==> config.mk <==
export PLATFORM = sky130hd
export DESIGN_NAME = sincos_octant_front
export DESIGN_NICKNAME = d
export VERILOG_FILES = /design/src/rtl/sco_pkg.sv /design/src/rtl/sco_phase_gen.sv /design/src/rtl/sco_octant_split.sv /design/src/rtl/sco_flag_delay.sv /design/src/rtl/sco_sign_fix.sv /design/src/rtl/sincos_octant_front.sv
export SDC_FILE = /design/constraint.sdc
export NUM_CORES = 1
export LEC_CHECK = 0
export BUFFER_PORTS_ARGS = -buffer_cell sky130_fd_sc_hd__buf_4
export CAP_MARGIN = 20
export CORE_MARGIN = 2
export CORE_UTILIZATION = 50
export CTS_CLUSTER_DIAMETER = 60
export DETAILED_ROUTE_END_ITERATION = 16
export HOLD_SLACK_MARGIN = 0.08
export PLACE_DENSITY = 0.92
export SLEW_MARGIN = 0
export SYNTH_ARGS = -nofsm -noshare
export SYNTH_HDL_FRONTEND = slang
export SYNTH_SLANG_ARGS = --single-unit
==> constraint.sdc <==
create_clock -name clk -period 7.25 [get_ports clk]
set_input_delay 1.45 -clock clk [delete_from_list [all_inputs] [get_ports clk]]
set_output_delay 1.45 -clock clk [all_outputs]
set_load 0.02 [all_outputs]
==> src/rtl/sco_pkg.sv <==
package sco_pkg;
  // A full turn is split into eight octants.
  localparam int OCT_W = 3;

  typedef struct packed {
    logic swap;   // exchange cosine and sine words
    logic cneg;   // invert sign of the cosine word
    logic sneg;   // invert sign of the sine word
  } oct_flags_t;
endpackage

==> src/rtl/sco_phase_gen.sv <==
module sco_phase_gen #(
  parameter int PHASE_W = 32
) (
  input  logic               clk,
  input  logic               rst_n,
  input  logic               start_i,
  input  logic [PHASE_W-1:0] w0_i,
  input  logic [PHASE_W-1:0] step_i,
  input  logic               run_i,
  output logic [PHASE_W-1:0] phase_o
);
  logic [PHASE_W-1:0] w_q, w_d;
  logic               w_en;

  always_comb begin
    w_en = start_i | run_i;
    w_d  = w_q;
    if (start_i)    w_d = w0_i;
    else if (run_i) w_d = w_q + step_i;
  end

  always_ff @(posedge clk or negedge rst_n) begin
    if (!rst_n)    w_q <= '0;
    else if (w_en) w_q <= w_d;
  end

  assign phase_o = w_q;

  p_load_r1: assert property (@(posedge clk) disable iff (!rst_n)
    start_i |=> w_q == $past(w0_i));
  p_hold_r2: assert property (@(posedge clk) disable iff (!rst_n)
    (!start_i && !run_i) |=> $stable(w_q));
endmodule

==> src/rtl/sco_octant_split.sv <==
module sco_octant_split
  import sco_pkg::*;
#(
  parameter int PHASE_W = 32,
  localparam int FRAC_W = PHASE_W - OCT_W
) (
  input  logic [PHASE_W-1:0] phase_i,
  output logic [FRAC_W:0]    frac_o,
  output oct_flags_t         flags_o
);
  logic [OCT_W-1:0]  oct;
  logic [OCT_W-1:0]  oct_p1, oct_p2;
  logic [FRAC_W-1:0] x;

  always_comb begin
    oct    = phase_i[PHASE_W-1 -: OCT_W];
    x      = phase_i[FRAC_W-1:0];
    oct_p1 = oct + OCT_W'(1);
    oct_p2 = oct + OCT_W'(2);
    if (oct[0]) frac_o = {1'b1, {FRAC_W{1'b0}}} - {1'b0, x};
    else        frac_o = {1'b0, x};
    flags_o.swap = oct_p1[1];
    flags_o.cneg = oct_p2[2];
    flags_o.sneg = oct[2];
  end

  // a reflected fraction never exceeds one full octant.
  always_comb begin
    p_frac_range_r3: assert (frac_o <= {1'b1, {FRAC_W{1'b0}}});
  end
endmodule

==> src/rtl/sco_flag_delay.sv <==
module sco_flag_delay
  import sco_pkg::*;
#(
  parameter int LANES = 2,
  parameter int DEPTH = 4
) (
  input  logic                   clk,
  input  logic                   rst_n,
  input  logic                   push_vld_i,
  input  oct_flags_t [LANES-1:0] push_flags_i,
  output logic                   tag_vld_o,
  output oct_flags_t [LANES-1:0] tag_flags_o
);
  typedef struct packed {
    logic                   vld;
    oct_flags_t [LANES-1:0] flg;
  } stage_t;

  stage_t stg_q [DEPTH];
  stage_t stg_d [DEPTH];

  for (genvar i = 0; i < DEPTH; i++) begin : g_stg
    if (i == 0) begin : g_head
      assign stg_d[i] = '{vld: push_vld_i, flg: push_flags_i};
    end else begin : g_body
      assign stg_d[i] = stg_q[i-1];
    end
    always_ff @(posedge clk or negedge rst_n) begin
      if (!rst_n) stg_q[i] <= '0;
      else        stg_q[i] <= stg_d[i];
    end
  end

  assign tag_vld_o   = stg_q[DEPTH-1].vld;
  assign tag_flags_o = stg_q[DEPTH-1].flg;
endmodule

==> src/rtl/sco_sign_fix.sv <==
module sco_sign_fix
  import sco_pkg::*;
#(
  parameter int LANES = 2
) (
  input  logic                   clk,
  input  logic                   rst_n,
  input  logic                   clr_i,
  input  logic                   res_vld_i,
  input  logic [LANES-1:0][31:0] res_cos_i,
  input  logic [LANES-1:0][31:0] res_sin_i,
  input  logic                   tag_vld_i,
  input  oct_flags_t [LANES-1:0] tag_flags_i,
  output logic                   out_vld_o,
  output logic [LANES-1:0][31:0] out_cos_o,
  output logic [LANES-1:0][31:0] out_sin_o,
  output logic                   err_o
);
  logic [LANES-1:0][31:0] fix_c, fix_s;
  logic                   vld_d, err_d, dat_en;

  for (genvar k = 0; k < LANES; k++) begin : g_lane
    logic [31:0] pick_c, pick_s;
    assign pick_c   = tag_flags_i[k].swap ? res_sin_i[k] : res_cos_i[k];
    assign pick_s   = tag_flags_i[k].swap ? res_cos_i[k] : res_sin_i[k];
    assign fix_c[k] = {pick_c[31] ^ tag_flags_i[k].cneg, pick_c[30:0]};
    assign fix_s[k] = {pick_s[31] ^ tag_flags_i[k].sneg, pick_s[30:0]};

    p_mag_kept_r5: assert property (@(posedge clk) disable iff (!rst_n)
      out_vld_o |-> (out_cos_o[k][30:0] == $past(res_cos_i[k][30:0]) ||
                     out_cos_o[k][30:0] == $past(res_sin_i[k][30:0])));
  end

  always_comb begin
    dat_en = res_vld_i & tag_vld_i;
    vld_d  = dat_en;
    err_d  = clr_i ? 1'b0 : (err_o | (res_vld_i & ~tag_vld_i));
  end

  always_ff @(posedge clk or negedge rst_n) begin
    if (!rst_n) begin
      out_vld_o <= 1'b0;
      err_o     <= 1'b0;
    end else begin
      out_vld_o <= vld_d;
      err_o     <= err_d;
    end
  end

  always_ff @(posedge clk or negedge rst_n) begin
    if (!rst_n) begin
      out_cos_o <= '0;
      out_sin_o <= '0;
    end else if (dat_en) begin
      out_cos_o <= fix_c;
      out_sin_o <= fix_s;
    end
  end

  p_orphan_r7: assert property (@(posedge clk) disable iff (!rst_n)
    (res_vld_i && !tag_vld_i && !clr_i) |=> (err_o && !out_vld_o));
  p_err_sticky_r7: assert property (@(posedge clk) disable iff (!rst_n)
    (err_o && !clr_i) |=> err_o);
endmodule

==> src/rtl/sincos_octant_front.sv <==
module sincos_octant_front
  import sco_pkg::*;
#(
  parameter int PHASE_W  = 32,
  parameter int LANES    = 2,
  parameter int EVAL_LAT = 4,
  localparam int FRAC_W  = PHASE_W - OCT_W
) (
  input  logic                       clk,
  input  logic                       rst_n,
  input  logic                       start_i,
  input  logic [PHASE_W-1:0]         w0_i,
  input  logic [PHASE_W-1:0]         step_i,
  input  logic                       run_i,
  output logic                       iss_vld_o,
  output logic [LANES-1:0][FRAC_W:0] iss_frac_o,
  input  logic                       res_vld_i,
  input  logic [LANES-1:0][31:0]     res_cos_i,
  input  logic [LANES-1:0][31:0]     res_sin_i,
  output logic                       out_vld_o,
  output logic [LANES-1:0][31:0]     out_cos_o,
  output logic [LANES-1:0][31:0]     out_sin_o,
  output logic                       err_o
);
  logic [1:0]             rsync_q;
  logic                   rst_core_n;
  logic [PHASE_W-1:0]     phase;
  logic                   issue;
  oct_flags_t [LANES-1:0] iss_flags;
  logic                   tag_vld;
  oct_flags_t [LANES-1:0] tag_flags;

  always_ff @(posedge clk or negedge rst_n) begin
    if (!rst_n) rsync_q <= '0;
    else        rsync_q <= {rsync_q[0], 1'b1};
  end
  assign rst_core_n = rsync_q[1];

  assign issue     = run_i & ~start_i & rst_core_n;
  assign iss_vld_o = issue;

  sco_phase_gen #(.PHASE_W(PHASE_W)) u_phase (
    .clk(clk), .rst_n(rst_core_n), .start_i(start_i), .w0_i(w0_i),
    .step_i(step_i), .run_i(issue), .phase_o(phase));

  for (genvar k = 0; k < LANES; k++) begin : g_split
    logic [PHASE_W-1:0] lane_phase;
    assign lane_phase = phase << k;
    sco_octant_split #(.PHASE_W(PHASE_W)) u_split (
      .phase_i(lane_phase), .frac_o(iss_frac_o[k]), .flags_o(iss_flags[k]));
  end

  sco_flag_delay #(.LANES(LANES), .DEPTH(EVAL_LAT)) u_delay (
    .clk(clk), .rst_n(rst_core_n), .push_vld_i(issue), .push_flags_i(iss_flags),
    .tag_vld_o(tag_vld), .tag_flags_o(tag_flags));

  sco_sign_fix #(.LANES(LANES)) u_fix (
    .clk(clk), .rst_n(rst_core_n), .clr_i(start_i), .res_vld_i(res_vld_i),
    .res_cos_i(res_cos_i), .res_sin_i(res_sin_i), .tag_vld_i(tag_vld),
    .tag_flags_i(tag_flags), .out_vld_o(out_vld_o), .out_cos_o(out_cos_o),
    .out_sin_o(out_sin_o), .err_o(err_o));

  p_out_needs_res_r6: assert property (@(posedge clk) disable iff (!rst_core_n)
    out_vld_o |-> $past(res_vld_i));
  p_no_issue_on_start_r1: assert property (@(posedge clk) disable iff (!rst_core_n)
    start_i |-> !iss_vld_o);
endmodule

==> out/results.txt <==
Crit path max fanout -> 6
Max-cap violations -> 0
CTS resizes -> 0
TritonCTS Buffers -> 17
First drt pass iteration count -> 5
H-tree depth -> 4
Via density -> 5.60
CP cell instances -> or4_1 -> or4_4 -> nor3_2 -> nand2_1 -> or3_1 -> or3_4 -> or3_1 -> nand2_1 -> xnor2_1 -> buf_4
Library cells used by synthesis -> 52
Most numerous cell in the Yosys netlist -> nand2_1
TritonCTS clock tree -> done
Total grt overflow -> 0
Post-synth EDFFs -> 0
Clk root buf -> clkbuf_16
PD cells -> 289 nW/um^2
Placed cells -> 1,729
Most used DFF post-synth -> dfrtp_1
Initial antenna violation count -> 0
Startpoint Class -> flop
Die height -> 149 um
Max Slew Vio Count -> 0
Crit Path Class -> flop to output pin
DR iter-0 viols -> 522
Mapped Area -> 10,500 um^2
Area fraction of the dominant cell type after synthesis -> 44.7%
Hold Path Class -> flop to asynchronous set/reset pin
Post-CTS Setup Repair Bufs -> 0
Peak VDD IR -> 0.000155 V
Status -> finished, final reports clean
CP peak stage delay -> 0.60 ns
Arrival @ worst endpoint -> 3.80 ns
Sum of negative setup slack -> 0 ns
Complex-gate fraction of the synthesized area -> 14.8%
R2r startpoint -> u_phase.phase_o[1]
Die W -> 149 um
Gpl congestion -> 0.881
DR WL/cell -> 19.0 um
RSZ-0062 raised after global routing -> no
Core area -> 20,800 um^2
Simple-Gate Fraction of Synth Area -> 13.3%
Worst R2R Setup Slack -> 3.95 ns
Main combinational cell family by area after synthesis -> compound AO/OA/AOI/OAI gates
Full die area -> 22,200 um^2
Vias -> 9,869
Fmax -> 191 MHz
Mean post-synth cell area -> 9.33 um^2
Fin crit period -> 5.25 ns
# DRC -> 0
First-pass GRT wire length -> 50,800 um
Area grow syn2layout -> 34.7%
WP data required -> 5.80 ns
Ys Warns -> 0
Seq cells post-synth -> 188
Total wire length after detailed routing -> 33,500 um
Pin count of the biggest net entering global routing -> 204
Endpoints failing setup -> 0
Port bufs -> 386
Static leakage -> 7.23 nW
Adder-Cell Fraction of Synth Area -> 4.11%
R2R cell count -> 11
Clk_lat worst skew -> 0.43 ns
Hold-fix buffers, CTS -> 0
Clk slew on worst S/H paths -> 0.08 ns
Synth top area cells -> dfrtp_1 45%, mux2i_1 13%, o21ai_0 8.8%, nand2_1 7.8%, xnor2_1 5.4%
Detailed Place HPWL -> 25,400 um
Post-synth top cells -> 220 x nand2_1, 188 x dfrtp_1, 185 x o21ai_0
CTS Sinks -> 188
Slew margin rel. -> 26.8%
Tot GR Track Use -> 29.3%
Maximum root-to-sink buffer count -> 2
Worst hold slack -> 0.258 ns
NumNets Final -> 1,705
Routed Antenna Nets -> 0
Worst Skew -> 0.0149 ns
Slowest-stage cell, CP -> or4_1
Cells after Synth -> 1,129
Final Hold Viols -> 0
Initial Util -> 50.6%
Post-synthesis sequential area ratio -> 44.7%
Fraction of synthesized cell area in xor and xnor cells -> 6.99%
Ant diodes -> 0
Final period utilization -> 72.4%
Row Count -> 53
Layout cells sized above 1 -> 29.9%
Syn nets -> 1,360
Vias in the first global route -> 9,775
CP endpoint kind -> output pin
Leading area contributor after synthesis -> dfrtp_1
Final std cells w/o fill -> 1,762
Multiplexer share of the synthesized area -> 13.0%
Reg-to-Reg End -> u_phase.phase_o[27]
Ports -> 388
Asr flop ratio synth -> 100%
Slew @ Worst Pin -> 1.10 ns
==> layout make-up <==
type	instances	area, um^2
clock buffer	18	429
clock inverter	14	153
fill	1536	6630
inverter	14	52.6
multi-input combinational	858	5510
sequential	188	4720
tap	275	344
timing repair buffer	395	2990
==> flip-flops by register name (all words and copies together) (netlist names) <==
| signal | flops |
|---|---|
| u_fix.out_sin_o | 64 |
| u_delay.tag_flags_o | 5 |
| u_phase.phase_o | 32 |
| u_delay.tag_vld_o | 1 |
| u_fix.err_o | 1 |
| u_fix.out_cos_o | 64 |
| u_fix.out_vld_o | 1 |
| rsync_q | 2 |
| u_delay.stg_d | 18 |
==> power breakdown <==
part,switching [mW],total (mW),internal (mW)
clock network,0.458,0.922,0.464
registers,0.209,1.48,1.27
logic,0.939,1.70,0.758
total,1.61,4.10,2.49
==> critical path, delay by kind of cell (launching register included) <==
family                 cells  cell delay, ns
XOR/XNOR                   1            0.12
AND/OR/NAND/NOR            8            2.62
flip-flops                 1            0.47
buffers and inverters      1            0.16
==> per-layer routing <==
layer	part of all wire, %	GRT usage [%]	vias to the layer above	routed length [um]
met1	38	34.4	4725	12700
met4	4.5	13.7	0	1520
li1	-	-	4600	-
met5	0	0	-	0
met3	8.0	6.82	99	2680
met2	50	50.8	445	16600
==> how the worst max path moves through the flow <==
| stage | startpoint | end | slack (ns) | cells after the start |
|---|---|---|---|---|
| floorplan | rsync_q[1] | iss_vld_o | 0.41 | 4 |
| global placement | u_phase.phase_o[8] | iss_frac_o[58] | 2.58 | 10 |
| detailed placement | u_phase.phase_o[8] | iss_frac_o[27] | 2.50 | 10 |
| CTS | u_phase.phase_o[8] | iss_frac_o[27] | 2.01 | 10 |
| global route | u_phase.phase_o[8] | iss_frac_o[58] | 1.85 | 10 |
| finish | u_phase.phase_o[8] | iss_frac_o[58] | 2.00 | 10 |
==> per-stage QoR <==
step	setup WS [ns]	instance area, um^2	util (%)	total power, mW
floorplan	0.409	10500	-	2.45
CTS	2.01	14200	68.1	4.11
global placement	2.58	13600	65.3	3.12
finish	2.00	14200	68.1	4.10
global route	1.85	14200	68.1	4.31
detailed placement	2.50	13600	65.3	3.18
==> placed cells by master, fill, tap and decap left out, types with 6 or more instances in the layout <==
cell type  instances
nand2_1          219
o21bai_1           7
buf_4            393
mux2i_1          132
inv_1             14
o21ai_0          185
a21oi_1           50
nor2_1            24
clkbuf_16         17
ha_1              33
or3_1             17
nand2b_1          12
xor2_1            19
or4_1              7
a21o_1            15
dfrtp_1          185
xnor2_1           65
nor3b_1            6
==> logic make-up after synthesis <==
family          after synthesis
other cells                   2
xor+xnor                     84
fa+ha+maj                    34
compound gates              285
buf+inv                      83
simple gates                317
flops                       188
mux                         136
Power figures use the tool's default switching activity.
